`config.mk`:
```
export PLATFORM = sky130hd
export DESIGN_NAME = bus_watch_trigger
export DESIGN_NICKNAME = d
export VERILOG_FILES = /design/src/rtl/bwt_pkg.sv /design/src/rtl/bwt_cfg.sv /design/src/rtl/bwt_match.sv /design/src/rtl/bwt_seq.sv /design/src/rtl/bus_watch_trigger.sv
export SDC_FILE = /design/constraint.sdc
export NUM_CORES = 1
export LEC_CHECK = 0
export BUFFER_PORTS_ARGS = -buffer_cell sky130_fd_sc_hd__buf_2
export CAP_MARGIN = 40
export CORE_MARGIN = 2
export CORE_UTILIZATION = 24
export DETAILED_ROUTE_END_ITERATION = 16
export PLACE_DENSITY = 0.47
export SLEW_MARGIN = 20
export SYNTH_ARGS = -nofsm -noshare
export SYNTH_HDL_FRONTEND = slang
export SYNTH_SLANG_ARGS = --single-unit
```
`constraint.sdc`:
```
create_clock -name clk -period 2.3 [get_ports clk]
set_input_delay 0.115 -clock clk [delete_from_list [all_inputs] [get_ports clk]]
set_output_delay 0.115 -clock clk [all_outputs]
set_load 0.005 [all_outputs]
```
`src/rtl/bwt_pkg.sv`:
```
package bwt_pkg;

  typedef enum logic [2:0] {
    M_ADDR_A     = 3'd0,
    M_ADDR_AB    = 3'd1,
    M_RANGE_WR   = 3'd2,
    M_WR_DATA_EQ = 3'd3,
    M_WR_DATA_NE = 3'd4,
    M_ARM_THEN_B = 3'd5,
    M_RSVD6      = 3'd6,
    M_RSVD7      = 3'd7
  } trig_mode_e;

  typedef struct packed {
    trig_mode_e mode;
    logic       en;
    logic       brk_a;
    logic       brk_b;
  } ctl_t;

  localparam logic [1:0] SEL_CMP_A = 2'd0;
  localparam logic [1:0] SEL_CMP_B = 2'd1;
  localparam logic [1:0] SEL_CTL   = 2'd2;

  // control field positions inside the write word
  localparam int CTL_MODE_LSB = 0;
  localparam int CTL_EN_BIT   = 3;
  localparam int CTL_BRKA_BIT = 4;
  localparam int CTL_BRKB_BIT = 5;

endpackage

```
`src/rtl/bwt_cfg.sv`:
```
module bwt_cfg
  import bwt_pkg::*;
#(
  parameter int ADDR_W = 16
) (
  input  logic              clk,
  input  logic              rst_n,
  input  logic              cfg_we,
  input  logic [1:0]        cfg_sel,
  input  logic [ADDR_W-1:0] cfg_wdata,
  output logic [ADDR_W-1:0] cmp_a,
  output logic [ADDR_W-1:0] cmp_b,
  output ctl_t              ctl,
  output logic              ctl_wr
);

  ctl_t ctl_next;

  assign ctl_wr = cfg_we && (cfg_sel == SEL_CTL);

  always_comb begin
    ctl_next.mode  = trig_mode_e'(cfg_wdata[CTL_MODE_LSB +: 3]);
    ctl_next.en    = cfg_wdata[CTL_EN_BIT];
    ctl_next.brk_a = cfg_wdata[CTL_BRKA_BIT];
    ctl_next.brk_b = cfg_wdata[CTL_BRKB_BIT];
  end

  always_ff @(posedge clk or negedge rst_n) begin
    if (!rst_n) begin
      cmp_a <= '0;
      cmp_b <= '0;
      ctl   <= '0;
    end else if (cfg_we) begin
      case (cfg_sel)
        SEL_CMP_A: cmp_a <= cfg_wdata;
        SEL_CMP_B: cmp_b <= cfg_wdata;
        SEL_CTL:   ctl   <= ctl_next;
        default:   ;
      endcase
    end
  end

endmodule

```
`src/rtl/bwt_match.sv`:
```
module bwt_match
  import bwt_pkg::*;
#(
  parameter int ADDR_W = 16,
  parameter int DATA_W = 8
) (
  input  logic              bus_valid,
  input  logic              bus_write,
  input  logic [ADDR_W-1:0] bus_addr,
  input  logic [DATA_W-1:0] bus_data,
  input  logic [ADDR_W-1:0] cmp_a,
  input  logic [ADDR_W-1:0] cmp_b,
  input  trig_mode_e        mode,
  output logic              hit_a,
  output logic              hit_b,
  output logic              in_win,
  output logic              data_eq,
  output logic              cond_hit,
  output logic              arm_evt,
  output logic              b_evt
);

  function automatic logic addr_eq(input logic [ADDR_W-1:0] x,
                                   input logic [ADDR_W-1:0] y);
    return x == y;
  endfunction

  function automatic logic inside_window(input logic [ADDR_W-1:0] x,
                                         input logic [ADDR_W-1:0] lo,
                                         input logic [ADDR_W-1:0] hi);
    return (x >= lo) && (x <= hi);
  endfunction

  assign hit_a   = addr_eq(bus_addr, cmp_a);
  assign hit_b   = addr_eq(bus_addr, cmp_b);
  assign in_win  = inside_window(bus_addr, cmp_a, cmp_b);
  assign data_eq = (bus_data == cmp_b[DATA_W-1:0]);
  assign arm_evt = bus_valid && hit_a;
  assign b_evt   = bus_valid && hit_b;

  // condition for every mode except the sequenced one
  always_comb begin
    cond_hit = 1'b0;
    if (bus_valid) begin
      case (mode)
        M_ADDR_A:     cond_hit = hit_a;
        M_ADDR_AB:    cond_hit = hit_a || hit_b;
        M_RANGE_WR:   cond_hit = bus_write && in_win;
        M_WR_DATA_EQ: cond_hit = bus_write && hit_a && data_eq;
        M_WR_DATA_NE: cond_hit = bus_write && hit_a && !data_eq;
        default:      cond_hit = 1'b0;
      endcase
    end
  end

endmodule

```
`src/rtl/bwt_seq.sv`:
```
module bwt_seq
  import bwt_pkg::*;
(
  input  logic       clk,
  input  logic       rst_n,
  input  logic       ctl_wr,
  input  logic       en,
  input  trig_mode_e mode,
  input  logic       cond_hit,
  input  logic       arm_evt,
  input  logic       b_evt,
  output logic       fire,
  output logic       armed,
  output logic       done,
  output logic       trig_pulse
);

  logic seq_mode;

  assign seq_mode = (mode == M_ARM_THEN_B);
  assign fire     = en && !done && (seq_mode ? (armed && b_evt) : cond_hit);

  always_ff @(posedge clk or negedge rst_n) begin
    if (!rst_n) begin
      armed      <= 1'b0;
      done       <= 1'b0;
      trig_pulse <= 1'b0;
    end else begin
      trig_pulse <= fire;
      if (ctl_wr) begin
        armed <= 1'b0;
        done  <= 1'b0;
      end else begin
        armed <= armed || (en && seq_mode && arm_evt);
        done  <= done || fire;
      end
    end
  end

endmodule

```
`src/rtl/bus_watch_trigger.sv`:
```
module bus_watch_trigger
  import bwt_pkg::*;
#(
  parameter int ADDR_W = 16,
  parameter int DATA_W = 8
) (
  input  logic              clk,
  input  logic              rst_n,
  input  logic              cfg_we,
  input  logic [1:0]        cfg_sel,
  input  logic [ADDR_W-1:0] cfg_wdata,
  input  logic              bus_valid,
  input  logic              bus_write,
  input  logic [ADDR_W-1:0] bus_addr,
  input  logic [DATA_W-1:0] bus_data,
  output logic              trig_pulse,
  output logic              brk_hit
);

  logic [ADDR_W-1:0] cmp_a, cmp_b;
  ctl_t              ctl_q;
  logic              ctl_wr;
  logic              hit_a, hit_b, in_win, data_eq, cond_hit, arm_evt, b_evt;
  logic              fire, armed, done;
  logic              brk_next;
  trig_mode_e        mode_w;
  logic              en_w, brk_a_w, brk_b_w;

  assign mode_w  = ctl_q.mode;
  assign en_w    = ctl_q.en;
  assign brk_a_w = ctl_q.brk_a;
  assign brk_b_w = ctl_q.brk_b;

  bwt_cfg #(.ADDR_W(ADDR_W)) u_cfg (
    .clk(clk), .rst_n(rst_n), .cfg_we(cfg_we), .cfg_sel(cfg_sel),
    .cfg_wdata(cfg_wdata), .cmp_a(cmp_a), .cmp_b(cmp_b),
    .ctl(ctl_q), .ctl_wr(ctl_wr)
  );

  bwt_match #(.ADDR_W(ADDR_W), .DATA_W(DATA_W)) u_match (
    .bus_valid(bus_valid), .bus_write(bus_write), .bus_addr(bus_addr),
    .bus_data(bus_data), .cmp_a(cmp_a), .cmp_b(cmp_b), .mode(mode_w),
    .hit_a(hit_a), .hit_b(hit_b), .in_win(in_win), .data_eq(data_eq),
    .cond_hit(cond_hit), .arm_evt(arm_evt), .b_evt(b_evt)
  );

  bwt_seq u_seq (
    .clk(clk), .rst_n(rst_n), .ctl_wr(ctl_wr), .en(en_w), .mode(mode_w),
    .cond_hit(cond_hit), .arm_evt(arm_evt), .b_evt(b_evt),
    .fire(fire), .armed(armed), .done(done), .trig_pulse(trig_pulse)
  );

  // breakpoints bypass enable, mode and one-shot lock
  assign brk_next = bus_valid && ((brk_a_w && hit_a) || (brk_b_w && hit_b));

  always_ff @(posedge clk or negedge rst_n) begin
    if (!rst_n) brk_hit <= 1'b0;
    else        brk_hit <= brk_next;
  end

endmodule

```
==> results.sh, run 1 <==
export IMPL_status="finished clean"
export IMPL_cts_sinks=42
export IMPL_postCtsSetupBuffers=0
export IMPL_syn_area_um2=2560
export IMPL_rows=37
export IMPL_place_area_um2=3010
export IMPL_skew_ns=0.0102
export IMPL_drv_slew=0
export IMPL_io_buffers=48
export IMPL_die_width_um=107
export IMPL_grt_pass1_wl_mm=10.5
export IMPL_wl_per_cell_um=14.4
export IMPL_vias=1989
export IMPL_dieArea_um2=11500
export IMPL_period_share_pct=95.2
export IMPL_crit_start="u_cfg.cmp_a[13]$_DFFE_PN0P_"
export IMPL_drive_above_1_share_pct=31.8
export IMPL_fmax_mhz=457
export IMPL_endpoint_kind="register"
export IMPL_worstReg2RegEnd="u_seq.done$_DFF_PN0_"
export IMPL_drtPass1Iterations=4
export IMPL_synthXorXnorAreaFrac_pct=2.74
export IMPL_synth_nets=328
export IMPL_rrSetupSlack_ns=0.11
export IMPL_synth_seq_cells=42
export IMPL_grt_pass1_vias=2104
export IMPL_r2r_start="u_cfg.cmp_a[13]$_DFFE_PN0P_"
export IMPL_synthAdderAreaFrac_pct=15.6
export IMPL_p_per_area_nw_per_um2=672
export IMPL_irDropWorstVdd_mv=0.254
export IMPL_worstMarginPinSlew_ns=0.593
export IMPL_synthMuxAreaShare_pct=9.68
export IMPL_ys_warn_count=0
export IMPL_clkSlewWorstSetupHoldPaths_ns=0.09
export IMPL_cts_buffer_depth=2
export IMPL_min_period_ns=2.19
export IMPL_hpwl_mm=5.01
export IMPL_synth_top_family_by_area="adder cells"
export IMPL_cap_violations=0
export IMPL_place_gp_congestion=0.749
export IMPL_crit_arrival_ns=2.42
export IMPL_diodes=0
export IMPL_p_leak_uw=0.00150
export IMPL_wirelength_mm=6.40
export IMPL_hold_viol_final=0
export IMPL_grt_use_total_pct=12.0
export IMPL_viasPerCell=4.48
export IMPL_core_um2=10300
export IMPL_grt_overflow=0
export IMPL_grt_max_degree=43
export IMPL_whs_path_depth=3
export IMPL_critPathKind="reg -> reg"
export IMPL_synthFlopType="dfrtp_1"
export IMPL_synthArstFlopShare_pct=100
export IMPL_cts_made_buffers=5
export IMPL_postSynthAreaPerCell_um2=10.3
export IMPL_synth_area_top_cells="dfrtp_1 41%, ha_1 16%, mux2_2 9.7%"
export IMPL_syn_inst=249
export IMPL_synth_compound_area_share_pct=13.3
export IMPL_cts_tree="yes"
export IMPL_crit_fanout=5
export IMPL_antenna_found_initial=0
export IMPL_setup_viol=0
export IMPL_pin_count=49
export IMPL_seq_area_frac_synth_pct=41.1
export IMPL_route_detailed_drc=0
export IMPL_slew_headroom_pct=59.4
export IMPL_nNetsFinal=386
export IMPL_clkLatencyLatePin_ns=0.30
export IMPL_clockRootBuffer="clkbuf_8"
export IMPL_cp_endpoint="u_seq.done$_DFF_PN0_"
export IMPL_drtIter0Drc=48
export IMPL_synthDistinctLibCells=38
export IMPL_area_delta_synth_final_pct=23.4
export IMPL_htree_levels=2
export IMPL_fp_dieH_um=107
export IMPL_reg2regPathDepth=8
export IMPL_synth_edf_count=0
export IMPL_drtAntennaViolNets=0
export IMPL_synth_top_area_share_pct=41.1
export IMPL_yosys_area_share_simple_pct=11.8
export IMPL_startpoint_type="register"
export IMPL_cp_required_ns=2.53
export IMPL_synth_area_leader_cell="dfrtp_1"
export IMPL_finalInstanceArea_um2=3160
export IMPL_setup_tns_final_ns=0
export IMPL_min_path_type="in -> reg"
export IMPL_start_util_pct=24.8
export IMPL_rsz0062_at_grt="no"
==> how the worst min path moves through the flow <==
stage                        from                     endpoint  slack, ns
finish              cfg_wdata[11]  u_cfg.cmp_a[11]$_DFFE_PN0P_       0.03
global route        cfg_wdata[14]  u_cfg.cmp_a[14]$_DFFE_PN0P_       0.04
CTS                 cfg_wdata[11]  u_cfg.cmp_a[11]$_DFFE_PN0P_       0.02
detailed placement          rst_n   u_cfg.cmp_b[1]$_DFFE_PN0P_       0.24
global placement            rst_n   u_cfg.cmp_b[1]$_DFFE_PN0P_       0.24
floorplan                   rst_n            brk_hit$_DFF_PN0_      -0.18
==> kinds of logic (layout without fill, tap and decap cells) <==
kind of cell	after synthesis	in the layout
xor+xnor	8	8
flops	42	42
compound gates	50	50
buf+inv	39	98
mux	22	22
fa+ha+maj	32	32
simple gates	56	56
==> final cells by class <==
cell class | count | area [um^2]
Clock buffer | 5 | 68.8
Clock inverter | 3 | 40.0
Fill cell | 1087 | 7170
Inverter | 34 | 128
Multi-Input combinational cell | 168 | 1400
Sequential cell | 42 | 1050
Tap cell | 136 | 170
Timing Repair Buffer | 56 | 303
==> routing by layer <==
| metal | vias to the layer above | GRT usage (%) | routed length, um |
|---|---|---|---|
| li1 | 1000 | - | - |
| met1 | 937 | 16.7 | 3170 |
| met2 | 44 | 18.9 | 2860 |
| met3 | 8 | 2.42 | 284 |
| met4 | 0 | 3.62 | 86 |
| met5 | - | 0 | 0 |
==> state kept, by name (all words and copies together) (netlist names) <==
signal	flops
u_cfg.cmp_a	16
u_cfg.cmp_b	16
u_cfg.ctl	6
brk_hit	1
u_seq.armed	1
u_seq.done	1
u_seq.trig_pulse	1
==> power by group <==
| part | switching [uW] | total, uW | leakage [uW] | internal [uW] |
|---|---|---|---|---|
| Sequential | 76.3 | 937 | 0.000512 | 861 |
| Clock | 268 | 588 | 0.0000579 | 320 |
| Combinational | 311 | 597 | 0.000929 | 286 |
| Total | 655 | 2120 | 0.00150 | 1470 |
==> cells in the final DEF, fill, tap and decap left out, types with 5 or more instances in the layout <==
cell,instances
nand2_1,21
mux2_2,22
clkbuf_8,5
inv_1,33
a21oi_1,11
buf_2,48
o21ai_0,19
a21o_1,6
buf_4,7
xnor2_1,8
nand4_1,9
dfrtp_1,42
ha_1,31
==> cells in the mapped netlist, types with 3 or more instances <==
master	n
inv_1	33
nor4_1	3
ha_1	32
xnor2_1	8
mux2_2	22
clkbuf_1	5
nand4_1	9
dfrtp_1	42
nor3_1	3
a21o_1	6
o21ai_0	19
nand3_1	4
a21oi_1	11
nand2_1	21
nor2_1	4
==> metrics by stage <==
step	util (%)	hold slack, ns	setup slack [ns]	std cells	power [uW]
2_1_floorplan	-	-0.181	0.189	249	1330
3_3_place_gp	29.1	0.244	0.0943	435	1530
3_5_place_dp	29.1	0.244	0.0553	435	1540
4_1_cts	30.3	0.0182	0.0280	444	2140
5_1_grt	30.6	0.0442	0.00583	444	2280
6_report	30.6	0.0272	0.111	444	2120
==> worst max-delay path: stages, from the launching register on <==
cell	delay, ns
dfrtp_1	0.33
inv_1	0.05
ha_1	0.33
nand4_4	0.13
or3_1	0.43
nor4_2	0.38
o31a_1	0.20
o211ai_2	0.10
a41oi_2	0.17
==> what timing repair did <==
item / in CTS / in global routing
gates resized for setup: 0 / 4
hold buffers: 1 / 0
setup endpoints to repair: 0 / 2
hold endpoints to repair: 42 / 0
(Power assumes the default switching activity.)
==> inputs of run 2 (changes only) <==
--- a/config.mk
+++ b/config.mk
@@ -11,6 +11,8 @@
 export CORE_UTILIZATION = 24
 export DETAILED_ROUTE_END_ITERATION = 16
 export PLACE_DENSITY = 0.47
+export REMOVE_ABC_BUFFERS = 1
+export SKIP_LAST_GASP = 1
 export SLEW_MARGIN = 20
 export SYNTH_ARGS = -nofsm -noshare
 export SYNTH_HDL_FRONTEND = slang
==> run 2 against run 1 <==
  * Power fell by 5.8%
  * Sequential share of layout area rose by 0.41 points
  * Non-clock buffer count rose by 2
  * Critical path type unchanged
  * Critical endpoint unchanged
  * Highest routed layer unchanged
==> results.sh, run 2 (synthesis results as in run 1) <==
export IMPL_path_depth=9
export IMPL_power_uw=2000
export IMPL_hpwl_mm=5.00
export IMPL_irDropWorstVdd_mv=0.233
export IMPL_grt_use_total_pct=11.9
export IMPL_worstReg2RegEnd="u_seq.done$_DFF_PN0_"
export IMPL_viasPerCell=4.49
export IMPL_grt_pass1_wl_mm=10.5
export IMPL_grt_max_degree=43
export IMPL_layout_cells_most_common="buf_2"
export IMPL_place_area_um2=3020
export IMPL_area_delta_synth_final_pct=21.9
export IMPL_reg2regPathDepth=9
export IMPL_grt_pass1_vias=2066
export IMPL_crit_start="u_cfg.cmp_a[13]$_DFFE_PN0P_"
export IMPL_cts_made_buffers=5
export IMPL_clkSlewWorstSetupHoldPaths_ns=0.08
export IMPL_grt_overflow=0
export IMPL_cpMaxStageDelayCell="or3_1"
export IMPL_wl_per_cell_um=14.3
export IMPL_drtAntennaViolNets=0
export IMPL_start_util_pct=24.8
export IMPL_critical_path_cell_chain="inv_1 -> ha_1 -> nand4_2 -> buf_4 -> or3_1 -> nor4_2 -> o31a_1 -> o211ai_2 -> a41oi_2"
export IMPL_wirelength_mm=6.37
export IMPL_route_detailed_drc=0
export IMPL_drtPass1Iterations=4
export IMPL_path_delay_family="simple AND/OR/NAND/NOR gates"
export IMPL_die_width_um=107
export IMPL_p_leak_uw=0.00149
export IMPL_worst_path_buf_inv=2
export IMPL_skew_ns=0.00480
export IMPL_clockRootBuffer="clkbuf_8"
export IMPL_cap_violations=0
export IMPL_vias=1997
export IMPL_critPathKind="reg -> reg"
export IMPL_top_regs="u_cfg.cmp_a: 16 flops, u_cfg.cmp_b: 16 flops, u_cfg.ctl: 6 flops"
export IMPL_setup_viol=0
export IMPL_rrSetupSlack_ns=0.11
export IMPL_p_per_area_nw_per_um2=641
export IMPL_nNetsFinal=388
export IMPL_cts_tree="yes"
export IMPL_n_fill_cell=1098
export IMPL_layout_common_cells="48 x buf_2, 42 x dfrtp_1, 33 x inv_1, 32 x ha_1, 22 x mux2_2"
export IMPL_clkLatencyLatePin_ns=0.29
export IMPL_min_path_type="in -> reg"
export IMPL_cpPeakStageDelay_ns=0.41
export IMPL_antenna_found_initial=0
export IMPL_slew_headroom_pct=61.7
export IMPL_stdcell_count=445
export IMPL_pin_count=49
export IMPL_hold_viol_final=0
export IMPL_drv_slew=0
export IMPL_min_period_ns=2.19
export IMPL_crit_arrival_ns=2.41
export IMPL_cp_endpoint="u_seq.done$_DFF_PN0_"
export IMPL_finalInstanceArea_um2=3120
export IMPL_period_share_pct=95.1
export IMPL_crit_fanout=4
export IMPL_place_gp_congestion=0.796
export IMPL_setup_ws_ns=0.112
export IMPL_status="finished clean"
export IMPL_dpl_worst_slack_ns=0.00847
export IMPL_drtIter0Drc=49
export IMPL_cts_buffer_depth=2
export IMPL_fp_dieH_um=107
export IMPL_drive_above_1_share_pct=31.1
export IMPL_hold_worst_slack_ns=0.0352
export IMPL_worstMarginPinSlew_ns=0.561
export IMPL_place_inst=437
export IMPL_endpoint_kind="register"
export IMPL_startpoint_type="register"
export IMPL_htree_levels=2
export IMPL_r2r_start="u_cfg.cmp_a[13]$_DFFE_PN0P_"
export IMPL_core_um2=10300
export IMPL_diodes=0
export IMPL_dieArea_um2=11500
export IMPL_fmax_mhz=457
export IMPL_cp_required_ns=2.52
export IMPL_cts_sinks=42
export IMPL_rows=37
export IMPL_io_buffers=48
export IMPL_rsz0062_at_grt="no"
[run 2: how the worst min path moves through the flow]
stage,slack (ns),cells after the start,to,from
after CTS,0.03,3,u_cfg.cmp_a[12]$_DFFE_PN0P_,cfg_wdata[12]
after floorplan,-0.18,0,brk_hit$_DFF_PN0_,rst_n
after global routing,0.04,3,u_cfg.cmp_a[12]$_DFFE_PN0P_,cfg_wdata[12]
after detailed placement,0.25,2,u_cfg.cmp_b[11]$_DFFE_PN0P_,rst_n
after global placement,0.23,2,u_cfg.cmp_b[11]$_DFFE_PN0P_,rst_n
final,0.04,3,u_cfg.cmp_a[12]$_DFFE_PN0P_,cfg_wdata[12]
[run 2: power breakdown]
group | switching (uW) | internal [uW] | total [uW]
logic | 303 | 288 | 591
clock network | 254 | 210 | 463
registers | 83.6 | 861 | 945
[run 2: through the flow]
| stage | util [%] | TNS (ns) |
|---|---|---|
| 2_1_floorplan | - | 0 |
| 3_3_place_gp | 29.3 | -0.0453 |
| 3_5_place_dp | 29.3 | 0 |
| 4_1_cts | 30.2 | 0 |
| 5_1_grt | 30.2 | 0 |
| 6_report | 30.2 | 0 |
[run 2: layout make-up]
class                   count  area [um^2]  share of cell area, %
flip-flops and latches     42         1050                   33.7
clock buffers               7         76.3                   2.45
multi-input cells         168         1380                   44.1
inverters                  34          128                   4.09
repair buffers             58          318                   10.2
well taps                 136          170                   5.46
[run 2: timing repair]
item,in CTS,in global routing
pin swaps,0,3
setup buffers,0,0
gates resized for setup,1,1
setup endpoints to repair,1,2
endpoints found under the hold margin,42,0
hold buffers,1,0
[run 2: layer usage]
layer	GRT usage, %	vias to the layer above	part of all wire (%)
li1	-	1004	-
met1	16.8	946	50
met2	18.4	42	44
met3	2.85	5	5.0
met4	3.06	0	1.1
met5	0	-	0
[run 2: worst min-delay path, delay by kind of cell]
family | cells | cell delay, ns
and+or+nand+nor | 1 | 0.04
AOI/OAI and AO/OA | 1 | 0.06
buffers and inverters | 1 | 0.09
==> inputs of run 3 (changes only) <==
--- a/config.mk
+++ b/config.mk
@@ -7,10 +7,11 @@
 export LEC_CHECK = 0
 export BUFFER_PORTS_ARGS = -buffer_cell sky130_fd_sc_hd__buf_2
 export CAP_MARGIN = 40
-export CORE_MARGIN = 2
+export CORE_MARGIN = 4
 export CORE_UTILIZATION = 24
 export DETAILED_ROUTE_END_ITERATION = 16
 export PLACE_DENSITY = 0.47
+export RECOVER_POWER = 50
 export REMOVE_ABC_BUFFERS = 1
 export SKIP_LAST_GASP = 1
 export SLEW_MARGIN = 20
==> run 3 against run 2 <==
  * First-iteration DRC count grew 41%
  * Clock skew grew 0.0044 ns
  * Worst hold slack lost 0.0012 ns
  * Critical path type unchanged
  * Largest cell class unchanged
  * Largest power group unchanged
==> results.sh, run 3 (synthesis results as in run 1) <==
export IMPL_reg2regPathDepth=8
export IMPL_path_delay_family="simple AND/OR/NAND/NOR gates"
export IMPL_crit_arrival_ns=2.38
export IMPL_cts_buffer_depth=2
export IMPL_hold_path_endpoint="u_cfg.cmp_a[12]$_DFFE_PN0P_"
export IMPL_grt_max_degree=43
export IMPL_clockRootBuffer="clkbuf_8"
export IMPL_viasPerCell=4.48
export IMPL_p_per_area_nw_per_um2=677
export IMPL_grt_overflow=0
export IMPL_cts_sinks=42
export IMPL_fp_dieH_um=111
export IMPL_dpl_worst_slack_ns=0.0444
export IMPL_drtIter0Drc=69
export IMPL_endpoint_kind="register"
export IMPL_start_util_pct=24.7
export IMPL_irDropWorstVdd_mv=0.238
export IMPL_io_buffers=48
export IMPL_route_detailed_drc=0
export IMPL_fmax_mhz=463
export IMPL_pin_count=49
export IMPL_skew_ns=0.00916
export IMPL_r2r_start="u_cfg.cmp_a[13]$_DFFE_PN0P_"
export IMPL_whs_path_depth=3
export IMPL_area_delta_synth_final_pct=23.3
export IMPL_layout_common_cells="45 x buf_2, 42 x dfrtp_1, 34 x inv_1, 31 x ha_1, 22 x mux2_2"
export IMPL_drv_slew=0
export IMPL_setup_ws_ns=0.142
export IMPL_place_gp_congestion=0.760
export IMPL_crit_fanout=5
export IMPL_hold_viol_final=0
export IMPL_top_regs="u_cfg.cmp_a: 16 flops, u_cfg.cmp_b: 16 flops, u_cfg.ctl: 6 flops"
export IMPL_drive_above_1_share_pct=29.1
export IMPL_nNetsFinal=387
export IMPL_grt_use_total_pct=10.5
export IMPL_min_delay_start="cfg_wdata[12]"
export IMPL_drtPass1Iterations=4
export IMPL_cts_made_buffers=5
export IMPL_period_share_pct=93.8
export IMPL_status="finished clean"
export IMPL_cpMaxStageDelayCell="or3_1"
export IMPL_power_uw=2140
export IMPL_worstMarginPinSlew_ns=1.12
export IMPL_wirelength_mm=6.49
export IMPL_cpPeakStageDelay_ns=0.42
export IMPL_worstReg2RegEnd="u_seq.done$_DFF_PN0_"
export IMPL_cp_required_ns=2.52
export IMPL_hold_worst_slack_ns=0.0339
export IMPL_setup_tns_final_ns=0
export IMPL_diodes=0
export IMPL_vias=1994
export IMPL_clkLatencyLatePin_ns=0.30
export IMPL_htree_levels=2
export IMPL_rsz0062_at_grt="no"
export IMPL_die_width_um=111
export IMPL_setup_viol=0
export IMPL_worst_path_buf_inv=1
export IMPL_grt_pass1_wl_mm=10.3
export IMPL_min_path_type="in -> reg"
export IMPL_rrSetupSlack_ns=0.14
export IMPL_clkSlewWorstSetupHoldPaths_ns=0.09
export IMPL_antenna_found_initial=0
export IMPL_wl_per_cell_um=14.6
export IMPL_p_leak_uw=0.00149
export IMPL_core_um2=10400
export IMPL_startpoint_type="register"
export IMPL_grt_pass1_vias=2010
export IMPL_critPathKind="reg -> reg"
export IMPL_layout_cells_most_common="buf_2"
export IMPL_min_period_ns=2.16
export IMPL_cap_violations=0
export IMPL_critical_path_cell_chain="inv_1 -> ha_1 -> nand4_4 -> or3_1 -> nor4_2 -> o31a_1 -> o211ai_2 -> a41oi_2"
export IMPL_slew_headroom_pct=25.4
export IMPL_postCtsSetupBuffers=0
export IMPL_hpwl_mm=5.10
export IMPL_dieArea_um2=12400
export IMPL_drtAntennaViolNets=0
export IMPL_cts_tree="yes"
export IMPL_rows=37
## run 3: cell count changes in the layout (fill, tap and decap cells not counted), sizes merged
cell    before  now
buf         57   50
bufinv       0    1
clkbuf       7   13
## run 3: layout make-up
type | count | area [um^2]
fillers | 1106 | 7220
multi-input cells | 168 | 1400
flip-flops and latches | 42 | 1050
repair buffers | 57 | 297
well taps | 136 | 170
inverters | 34 | 128
clock buffers | 7 | 76.3
clock inverters | 1 | 30.0
## run 3: stage by stage
step                      area, um^2  instances  util (%)
final                           3150        445      30.4
after global routing            3150        445      30.4
after CTS                       3130        445      30.2
after detailed placement        3020        436      29.1
after global placement          3020        436      29.1
after floorplan                 2540        244         -
## run 3: power breakdown
group | switching, uW | leakage [uW] | internal [uW]
Combinational | 312 | 0.000928 | 289
Sequential | 81.6 | 0.000512 | 861
Clock | 266 | 0.0000524 | 325
Total | 659 | 0.00149 | 1480
## run 3: layer usage
layer | vias up | wire (um) | track usage, %
met3 | 6 | 284 | 2.67
met1 | 945 | 3180 | 14.9
met4 | 0 | 74 | 2.68
li1 | 1006 | - | -
met5 | - | 0 | 0
met2 | 37 | 2950 | 15.9
## run 3: what timing repair did
item,in CTS,in global routing
resized for setup,0,6
endpoints found under the setup margin,0,2
endpoints found under the hold margin,42,0
hold buffers,1,0
## run 3: worst reg2reg max path: stages (launching register included)
cell      delay (ns)
dfrtp_1         0.33
inv_1           0.05
ha_1            0.33
nand4_4         0.13
or3_1           0.42
nor4_2          0.34
o31a_1          0.22
o211ai_2        0.10
a41oi_2         0.15
## run 3: worst max-delay path by stage
stage	start	end	slack, ns	cells past startpoint
detailed placement	u_cfg.cmp_a[13]$_DFFE_PN0P_	u_seq.done$_DFF_PN0_	0.04	8
global placement	u_cfg.cmp_a[13]$_DFFE_PN0P_	u_seq.done$_DFF_PN0_	0.09	8
floorplan	cfg_sel[0]	u_cfg.cmp_a[0]$_DFFE_PN0P_	0.11	2
finish	u_cfg.cmp_a[13]$_DFFE_PN0P_	u_seq.done$_DFF_PN0_	0.14	8
global route	u_cfg.cmp_a[0]$_DFFE_PN0P_	u_seq.done$_DFF_PN0_	0.02	7
CTS	u_cfg.cmp_a[13]$_DFFE_PN0P_	u_seq.done$_DFF_PN0_	0.02	8
